--- src/rtl/gshare_pkg.sv ---
package gshare_pkg;

    typedef enum logic [1:0] {
        CTR_STRONG_NT = 2'b00,
        CTR_WEAK_NT   = 2'b01,
        CTR_WEAK_T    = 2'b10,
        CTR_STRONG_T  = 2'b11
    } ctr_e;

    localparam ctr_e CTR_RESET = CTR_WEAK_NT;

    // Saturating step toward the resolved outcome
    function automatic ctr_e ctr_step(input ctr_e cur, input logic taken);
        ctr_e nxt;
        nxt = cur;
        unique case (cur)
            CTR_STRONG_NT: nxt = taken ? CTR_WEAK_NT  : CTR_STRONG_NT;
            CTR_WEAK_NT:   nxt = taken ? CTR_WEAK_T   : CTR_STRONG_NT;
            CTR_WEAK_T:    nxt = taken ? CTR_STRONG_T : CTR_WEAK_NT;
            CTR_STRONG_T:  nxt = taken ? CTR_STRONG_T : CTR_WEAK_T;
            default:       nxt = CTR_RESET;
        endcase
        return nxt;
    endfunction

    function automatic logic ctr_predicts_taken(input ctr_e cur);
        return cur[1];
    endfunction

endpackage

--- src/rtl/gshare_index.sv ---
module gshare_index #(
    parameter int HIST_BITS   = 8,
    parameter int PC_W        = 32,
    parameter int OFFSET_BITS = 2
) (
    input  logic [PC_W-1:0]      pc,
    input  logic [HIST_BITS-1:0] hist,
    output logic [HIST_BITS-1:0] index
);
    localparam int LSB = OFFSET_BITS;

    logic [HIST_BITS-1:0] word_bits;

    always_comb begin
        word_bits = pc[LSB +: HIST_BITS];
        index     = word_bits ^ hist;
    end
endmodule

--- src/rtl/gshare_history.sv ---
module gshare_history #(
    parameter int HIST_BITS = 8
) (
    input  logic                 clk,
    input  logic                 rst_n,
    input  logic                 shift_en,
    input  logic                 shift_bit,
    output logic [HIST_BITS-1:0] hist_o
);
    typedef struct packed {
        logic [HIST_BITS-1:0] hist;
    } hist_s;

    hist_s st_d, st_q;
    logic [HIST_BITS:0] widened;

    always_comb begin
        st_d    = st_q;
        widened = {st_q.hist, shift_bit};
        if (shift_en) begin
            st_d.hist = widened[HIST_BITS-1:0];
        end
    end

    always_ff @(posedge clk) begin
        if (!rst_n) begin
            st_q.hist <= '0;
        end else begin
            st_q <= st_d;
        end
    end

    assign hist_o = st_q.hist;

    assert_hist_hold_R7: assert property (@(posedge clk) disable iff (!rst_n)
        !shift_en |=> $stable(st_q.hist));

    assert_hist_newbit_R6: assert property (@(posedge clk) disable iff (!rst_n)
        shift_en |=> st_q.hist[0] == $past(shift_bit));

    generate
        if (HIST_BITS > 1) begin : g_upper
            assert_hist_shift_R6: assert property (@(posedge clk) disable iff (!rst_n)
                shift_en |=> st_q.hist[HIST_BITS-1:1] == $past(st_q.hist[HIST_BITS-2:0]));
        end
    endgenerate
endmodule

--- src/rtl/gshare_table.sv ---
module gshare_table
    import gshare_pkg::*;
#(
    parameter int HIST_BITS = 8
) (
    input  logic                 clk,
    input  logic                 rst_n,
    input  logic [HIST_BITS-1:0] rd_index,
    output logic                 rd_taken,
    input  logic                 wr_en,
    input  logic [HIST_BITS-1:0] wr_index,
    input  logic                 wr_taken
);
    localparam int DEPTH = 1 << HIST_BITS;

    typedef struct packed {
        logic [DEPTH-1:0][1:0] ctr;
    } tbl_s;

    tbl_s st_d, st_q;

    always_comb begin
        st_d = st_q;
        if (wr_en) begin
            st_d.ctr[wr_index] = ctr_step(ctr_e'(st_q.ctr[wr_index]), wr_taken);
        end
    end

    always_ff @(posedge clk) begin
        if (!rst_n) begin
            st_q.ctr <= {DEPTH{CTR_RESET}};
        end else begin
            st_q <= st_d;
        end
    end

    always_comb begin
        rd_taken = ctr_predicts_taken(ctr_e'(st_q.ctr[rd_index]));
    end

    assert_ctr_inc_R3: assert property (@(posedge clk) disable iff (!rst_n)
        (wr_en && wr_taken && st_q.ctr[wr_index] != 2'b11)
        |=> st_q.ctr[$past(wr_index)] == $past(st_q.ctr[wr_index]) + 2'd1);

    assert_ctr_sat_hi_R3: assert property (@(posedge clk) disable iff (!rst_n)
        (wr_en && wr_taken && st_q.ctr[wr_index] == 2'b11)
        |=> st_q.ctr[$past(wr_index)] == 2'b11);

    assert_ctr_dec_R4: assert property (@(posedge clk) disable iff (!rst_n)
        (wr_en && !wr_taken && st_q.ctr[wr_index] != 2'b00)
        |=> st_q.ctr[$past(wr_index)] == $past(st_q.ctr[wr_index]) - 2'd1);

    assert_ctr_sat_lo_R4: assert property (@(posedge clk) disable iff (!rst_n)
        (wr_en && !wr_taken && st_q.ctr[wr_index] == 2'b00)
        |=> st_q.ctr[$past(wr_index)] == 2'b00);

    assert_tbl_hold_R7: assert property (@(posedge clk) disable iff (!rst_n)
        !wr_en |=> $stable(st_q.ctr));
endmodule

--- src/rtl/gshare_predictor.sv ---
module gshare_predictor #(
    parameter int HIST_BITS   = 8,
    parameter int PC_W        = 32,
    parameter int OFFSET_BITS = 2
) (
    input  logic                 clk,
    input  logic                 rst_n,
    input  logic [PC_W-1:0]      pred_pc,
    output logic                 pred_taken,
    output logic [HIST_BITS-1:0] pred_index,
    input  logic                 upd_valid,
    input  logic [HIST_BITS-1:0] upd_index,
    input  logic                 upd_taken
);
    logic [HIST_BITS-1:0] hist;

    gshare_history #(.HIST_BITS(HIST_BITS)) u_hist (
        .clk       (clk),
        .rst_n     (rst_n),
        .shift_en  (upd_valid),
        .shift_bit (upd_taken),
        .hist_o    (hist)
    );

    gshare_index #(
        .HIST_BITS   (HIST_BITS),
        .PC_W        (PC_W),
        .OFFSET_BITS (OFFSET_BITS)
    ) u_index (
        .pc    (pred_pc),
        .hist  (hist),
        .index (pred_index)
    );

    gshare_table #(.HIST_BITS(HIST_BITS)) u_table (
        .clk      (clk),
        .rst_n    (rst_n),
        .rd_index (pred_index),
        .rd_taken (pred_taken),
        .wr_en    (upd_valid),
        .wr_index (upd_index),
        .wr_taken (upd_taken)
    );

    // index with the history cleared must be the raw word-address bits
    assert_index_zero_hist_R1: assert property (@(posedge clk) disable iff (!rst_n)
        (hist == '0) |-> pred_index == pred_pc[OFFSET_BITS +: HIST_BITS]);
endmodule

--- config.mk ---
export PLATFORM = sky130hd
export DESIGN_NAME = gshare_predictor
export DESIGN_NICKNAME = d
export VERILOG_FILES = /design/src/rtl/gshare_pkg.sv /design/src/rtl/gshare_index.sv /design/src/rtl/gshare_history.sv /design/src/rtl/gshare_table.sv /design/src/rtl/gshare_predictor.sv
export SDC_FILE = /design/constraint.sdc
export NUM_CORES = 1
export LEC_CHECK = 0
export BUFFER_PORTS_ARGS = -buffer_cell sky130_fd_sc_hd__buf_2
export CAP_MARGIN = 0
export CORE_AREA = 2 2 306 308
export DETAILED_ROUTE_END_ITERATION = 7
export DIE_AREA = 0 0 308 310
export MAX_ROUTING_LAYER = met4
export PLACE_DENSITY_LB_ADDON = 0.08
export SYNTH_ARGS = -nofsm -noshare
export SYNTH_HDL_FRONTEND = slang
export SYNTH_SLANG_ARGS = --single-unit
--- constraint.sdc ---
create_clock -name clk -period 4.55 [get_ports clk]
set_input_delay 0.455 -clock clk [delete_from_list [all_inputs] [get_ports clk]]
set_output_delay 0.455 -clock clk [all_outputs]
set_load 0.01 [all_outputs]
# [After elaboration in Yosys (flattened, before gate mapping)]
# Cells that the tools add are included.
[totals] regBits=520 in_bits=44 out_inout_bits=9 word_cells=279
[op_classes] n_lt_le_gt_ge=3 n_eq_ne=3 n_mux=13 bitwise=1 reduce_logical=2
[ops] cell="bitwise mux 512 bit" count=1
[ops] cell="binary-select mux 2 bit (select 8 bit)" count=2
[ops] cell="< comparator 8 x 9 -> 1 bit, second input constant" count=2
[ops] cell="demux 2 bit (select 8 bit)" count=1
[ops] cell="two-way mux 2 bit" count=6
[ops] cell=">= comparator 8 x 1 -> 1 bit, second input constant" count=1
[ops] cell="one-hot mux 2 bit (4 select lines)" count=1
[ops] cell="XOR 8 bit" count=1
[ops] cell="== test 2 bit, second input constant" count=2
[ops] cell="== test 2 x 1 -> 1 bit, second input constant" count=1
[ops] cell="logical NOT 2 bit" count=1
[ops] cell="two-way mux 1 bit" count=2
[ops] cell="logical AND 1 bit" count=1

# [Depth between registers and ports, before layout]
[logic_depth] word_depth=6 depth_mapped=15 ltp_nobuf=8

# [Cells and area by module]
# Synthesis repeated with hierarchy kept, for this count alone.
[unflattened] hier_cells=2539 area_unflattened_um2=25107.8
[modules_own_cells] mod="gshare_table" n_inst=1 cells_each=2506 area_per_inst_um2=24736.2 seq_area_each_um2=10249.8
[modules_own_cells] mod="gshare_history" n_inst=1 cells_each=25 area_per_inst_um2=301.5 seq_area_each_um2=160.2
[modules_own_cells] mod="gshare_index" n_inst=1 cells_each=8 area_per_inst_um2=70.1 seq_area_each_um2=0.0

# [Least setup slack after synthesis]
# OpenSTA, ideal clock, no wires.
[synth_timing] path_kind="in2out" start="in pred_pc[2]" end="out pred_taken" arrival_time_ns=3.580 t_required_ns=4.095 slack_ns=0.515 path_stages=7 n_path_buf=2 path_cell_list="xor2_1 buf_1 buf_1 mux4_2 mux4_2 mux4_2 mux4_2"
[synth_between] elab_chain_len=3
[synth_lines] element="start: declaration" line="gshare_predictor.sv:8" rtl="input logic [PC_W-1:0] pred_pc,"
[synth_lines] element="XOR 8 bit" line="gshare_index.sv:16" rtl="index = word_bits ^ hist;"
[synth_lines] element="net pred_index[0]" line="gshare_predictor.sv:10" rtl="output logic [HIST_BITS-1:0] pred_index,"
[synth_lines] element="binary-select mux 2 bit (select 8 bit)" line="gshare_table.sv:38" rtl="rd_taken = ctr_predicts_taken(ctr_e'(st_q.ctr[rd_index]));"
[synth_lines] element="two-way mux 2 bit (not written as such)" line="gshare_table.sv:38"
[synth_lines] element="end: declaration" line="gshare_predictor.sv:9" rtl="output logic pred_taken,"
# The timed path passes the listed nets, and every way through them passes these cells. The select of a mux whose other input is x is not followed.

# [Final worst setup path]
[layout_timing] start="reg u_hist.hist_o[0] (netlist name)" end="out pred_taken"
[layout_between] elab_chain_len=3
[layout_lines] element="XOR 8 bit" line="gshare_index.sv:16"
[layout_lines] element="binary-select mux 2 bit (select 8 bit)" line="gshare_table.sv:38"
[layout_lines] element="two-way mux 2 bit (not written as such)" line="gshare_table.sv:38"
# No other way between the ends. The select of a mux whose other input is x is not followed.

==> impl_metrics.csv <==
group,metric,value,unit
floorplanning,die-area,0.0955,mm2
critical_path,max_stage_delay,0.61,ns
cells_and_area,fill_cells,9313,
drt,num_vias,25037,
cells_and_area,syn_to_final_growth,15.7,%
critical_path,slowest_stage,"mux4_2",
global_routing,grt_pass1_vias,23665,
global_routing,antenna_found_initial,15,
drt,wl,121000,um
critical_path,critPathBufInv,3,
drt,drtIter0Drc,2871,
yosys,synth_edf_count,0,
yosys,synth.top_cell.area_share,37.9,%
sta,rsz0062_at_grt,"false",
yosys,synth_area,0.0275,mm2
global_routing,grt_max_degree,160,
sta,setup_ws,0.103,ns
clock_tree,path_clk_slew,0.05,ns
drt,firstDrtPassIters,6,
sta,setup_viol,0,
critical_path,setup.worst_path.class,"register to output pin",
yosys,synth_cell_type_count,49,
yosys,synthTopCellsByArea,"dfxtp_1 38%, mux4_2 17%, a31oi_1 12%, nor3b_1 7.1%, and3_1 5.9%",
critical_path,cp_common_cell,"mux4_2",
run_status,status,"completed",
power,p_leak,11.2,nW
yosys,yosys_warnings,0,
sta,fin_crit,4.45,ns
clock_tree,cts_made_buffers,66,
floorplanning,die_w,308,um
placement,placement.io_buffers,28,
drt,antenna_left,0,
clock_tree,clkLatencyLatePin,0.62,ns
cells_and_area,multi_input_area,0.0156,mm2
placement,post-place-ws,0.149,ns
drt,vias_per_cell,6.20,
yosys,syn-num-nets,2923,
yosys,synthCells,2879,
sta,tightest_slew,1.30,ns
yosys,ys_ff_latch,520,
drt,route.detailed.drc,0,
critical_path,worstPathArrival,3.99,ns
global_routing,grt_pass1_wl,173000,um
sta,skew,0.0145,ns
yosys,async_reset_ff_share,0,%
drt,wl_per_cell,29.9,um
sta,slew_viol_final,0,
critical_path,cpLargestDelayFamily,"multiplexers",
sta,finalCritPeriodShare,97.7,%
power,p_switching,3.10,mW
floorplanning,die_h,310,um
yosys,syn_area_per_cell,9.54,um2
power,p_int,8.15,mW
yosys,synth_area_leader_cell,"dfxtp_1",
sta,fin_tns_setup,0,ns
floorplanning,coreArea,0.0925,mm2
critical_path,crit_fanout,9,
clock_tree,ctsLongestPathBuffers,3,
floorplanning,io_pins,53,
power,pwr-share-seq,40.6,%
sta,hold_viol,0,
clock_tree,cts_num_sinks,520,
cells_and_area,layout-drive-gt1-share,18.4,%
cells_and_area,regArea,0.0104,mm2
clock_tree,clock-root-buffer,"clkbuf_16",
yosys,ys_seq_area_share,37.9,%
floorplanning,start_util,29.7,%
power,pwr-share-comb,12.4,%
clock_tree,cts_tree,"built",
floorplanning,num_rows,112,
yosys,synth_top_flop_cell,"dfxtp_1",
critical_path,worst_setup_path_start_kind,"register",
run,maxCapViolations,0,
power,clockPowerShare,47.0,%
cells_and_area,nNetsFinal,2842,
sta,slew_headroom,13.2,%
global_routing,gr-total-overflow,0,
placement,place_hpwl,75800,um
global_routing,track_usage,25.5,%
power,vdd_ir_drop_max,237,uV
cells_and_area,fin_util,34.4,%
power,powerDensity,354,mW/mm2
critical_path,crit_path_cell_trace,"xor2_4, buf_6, buf_12, mux4_2, mux4_2, mux4_2, mux4_2, buf_2",
placement,globalplace.congestion,0.849,
power,netSwitchingFraction,27.6,%
clock_tree,htree_levels,3,
critical_path,required,4.09,ns
worst_hold_path,hold_class,"primary input to register",
critical_path,critPathCaptureType,"output pin",
sta,max_freq,225,MHz
[state kept, by name, indices dropped and copies added (netlist names)]
name and flops:
u_table.st_q 512, u_hist.hist_o 8
[metal layers]
metal / vias up / wire [um] / GRT usage, %
met1: 12826 / 54200 / 35.2
met3: 179 / 8680 / 3.41
li1: 10972 / - / -
met2: 1060 / 54600 / 38.9
met5: - / 0 / -
met4: 0 / 3240 / 7.69
[layout by cell type, fill, tap and decap left out, types with 3 or more instances in the layout]
cell       count
diode_2        4
nor3_2         8
nor2_2        13
a21oi_1       20
o21ai_0      256
buf_4        100
buf_12        55
xor2_4         3
clkinv_2       4
nand3_1        6
buf_2         25
nand2_1       47
a31oi_1      513
nand2b_1       6
clkbuf_1      19
mux2i_1       47
nor2_1       271
nor2b_1       17
nor3b_1      258
and2_1         4
clkbuf_8      15
a22oi_1       45
mux4_2       204
dfxtp_1      519
xor2_1         3
clkbuf_16     72
a211oi_1       3
and3_1       259
nor3_1         3
[cell type report]
class	count	area share, %
multi-input combinational	2022	49.2
inverter	2	0.0236
timing repair buffer	186	6.56
tap	1197	4.71
sequential	520	32.8
antenna	4	0.0315
clock inverter	7	0.280
clock buffer	103	6.38
[Yosys cell counts (all sizes together) (2+ instances only)]
library cell	instances
mux2	2
mux4	204
a211oi	3
nand2	47
o21ai	258
a22o	2
o31ai	2
a31oi	513
buf	153
dfxtp	520
mux2i	47
xnor2	2
and2	4
nor2b	19
a21oi	20
nand4	2
nand2b	6
inv	2
a22oi	45
nand3	7
nor2	284
a221oi	2
clkbuf	182
nor3b	258
nor3	11
xor2	6
and3	259
nor4	3
[worst reg2reg max path: stages (launching register included)]
cell and delay [ns]:
dfxtp_1 0.31, mux4_2 0.49, a22oi_1 0.35, a21oi_1 0.26, nor4_1 0.37, nor3_1 0.10
or4_1 0.55, o31ai_4 0.34, buf_4 0.28, buf_4 0.26, a31oi_1 0.12
[power by group through the flow]
stage	logic, mW	registers (mW)	clock network (mW)
global placement	1.36	4.67	0
floorplan	0.787	4.67	0
detailed placement	1.37	4.67	0
CTS	1.37	4.57	5.41
global route	1.44	4.57	5.58
finish	1.39	4.57	5.29
[final timing paths]
path                                        from                        endpoint  slack [ns]  cells after the start
setup / recovery   u_hist.hist_o[0]$_SDFFE_PN0P_                      pred_taken        0.10                      8
hold / removal                         upd_taken   u_hist.hist_o[0]$_SDFFE_PN0P_        0.28                      3
setup reg to reg   u_table.st_q[86]$_SDFFE_PN1P_  u_table.st_q[309]$_SDFFE_PN0P_        1.00                     10
hold reg to reg   u_table.st_q[320]$_SDFFE_PN1P_  u_table.st_q[320]$_SDFFE_PN1P_        0.52                      2
[per-stage QoR]
| step | instance area [um2] | cells | power [mW] | hold slack (ns) |
|---|---|---|---|---|
| 2_1_floorplan | 27500 | 2879 | 5.45 | 0.491 |
| 3_3_place_gp | 29600 | 3924 | 6.03 | 0.500 |
| 3_5_place_dp | 29600 | 3924 | 6.04 | 0.511 |
| 4_1_cts | 31700 | 4036 | 11.3 | 0.259 |
| 5_1_grt | 31800 | 4038 | 11.6 | 0.292 |
| 6_report | 31800 | 4041 | 11.3 | 0.278 |
[kinds of logic after synthesis]
| logic type | count (synthesis) | share of synthesized area, % |
|---|---|---|
| simple gates | 909 | 18.9 |
| mux | 253 | 18.5 |
| flops | 520 | 37.9 |
| xor+xnor | 8 | 0.255 |
| compound gates | 852 | 18.6 |
| buf+inv | 337 | 5.78 |
[what timing repair did]
| action | CTS | global route |
|---|---|---|
| pin swaps | 1 | 0 |
| hold buffers | 0 | 0 |
| cloned | 0 | 1 |
| resized for setup | 0 | 3 |
| setup buffers | 2 | 0 |
| setup endpoints to repair | 1 | 1 |
Note: power is estimated with default switching activity, not from simulation.
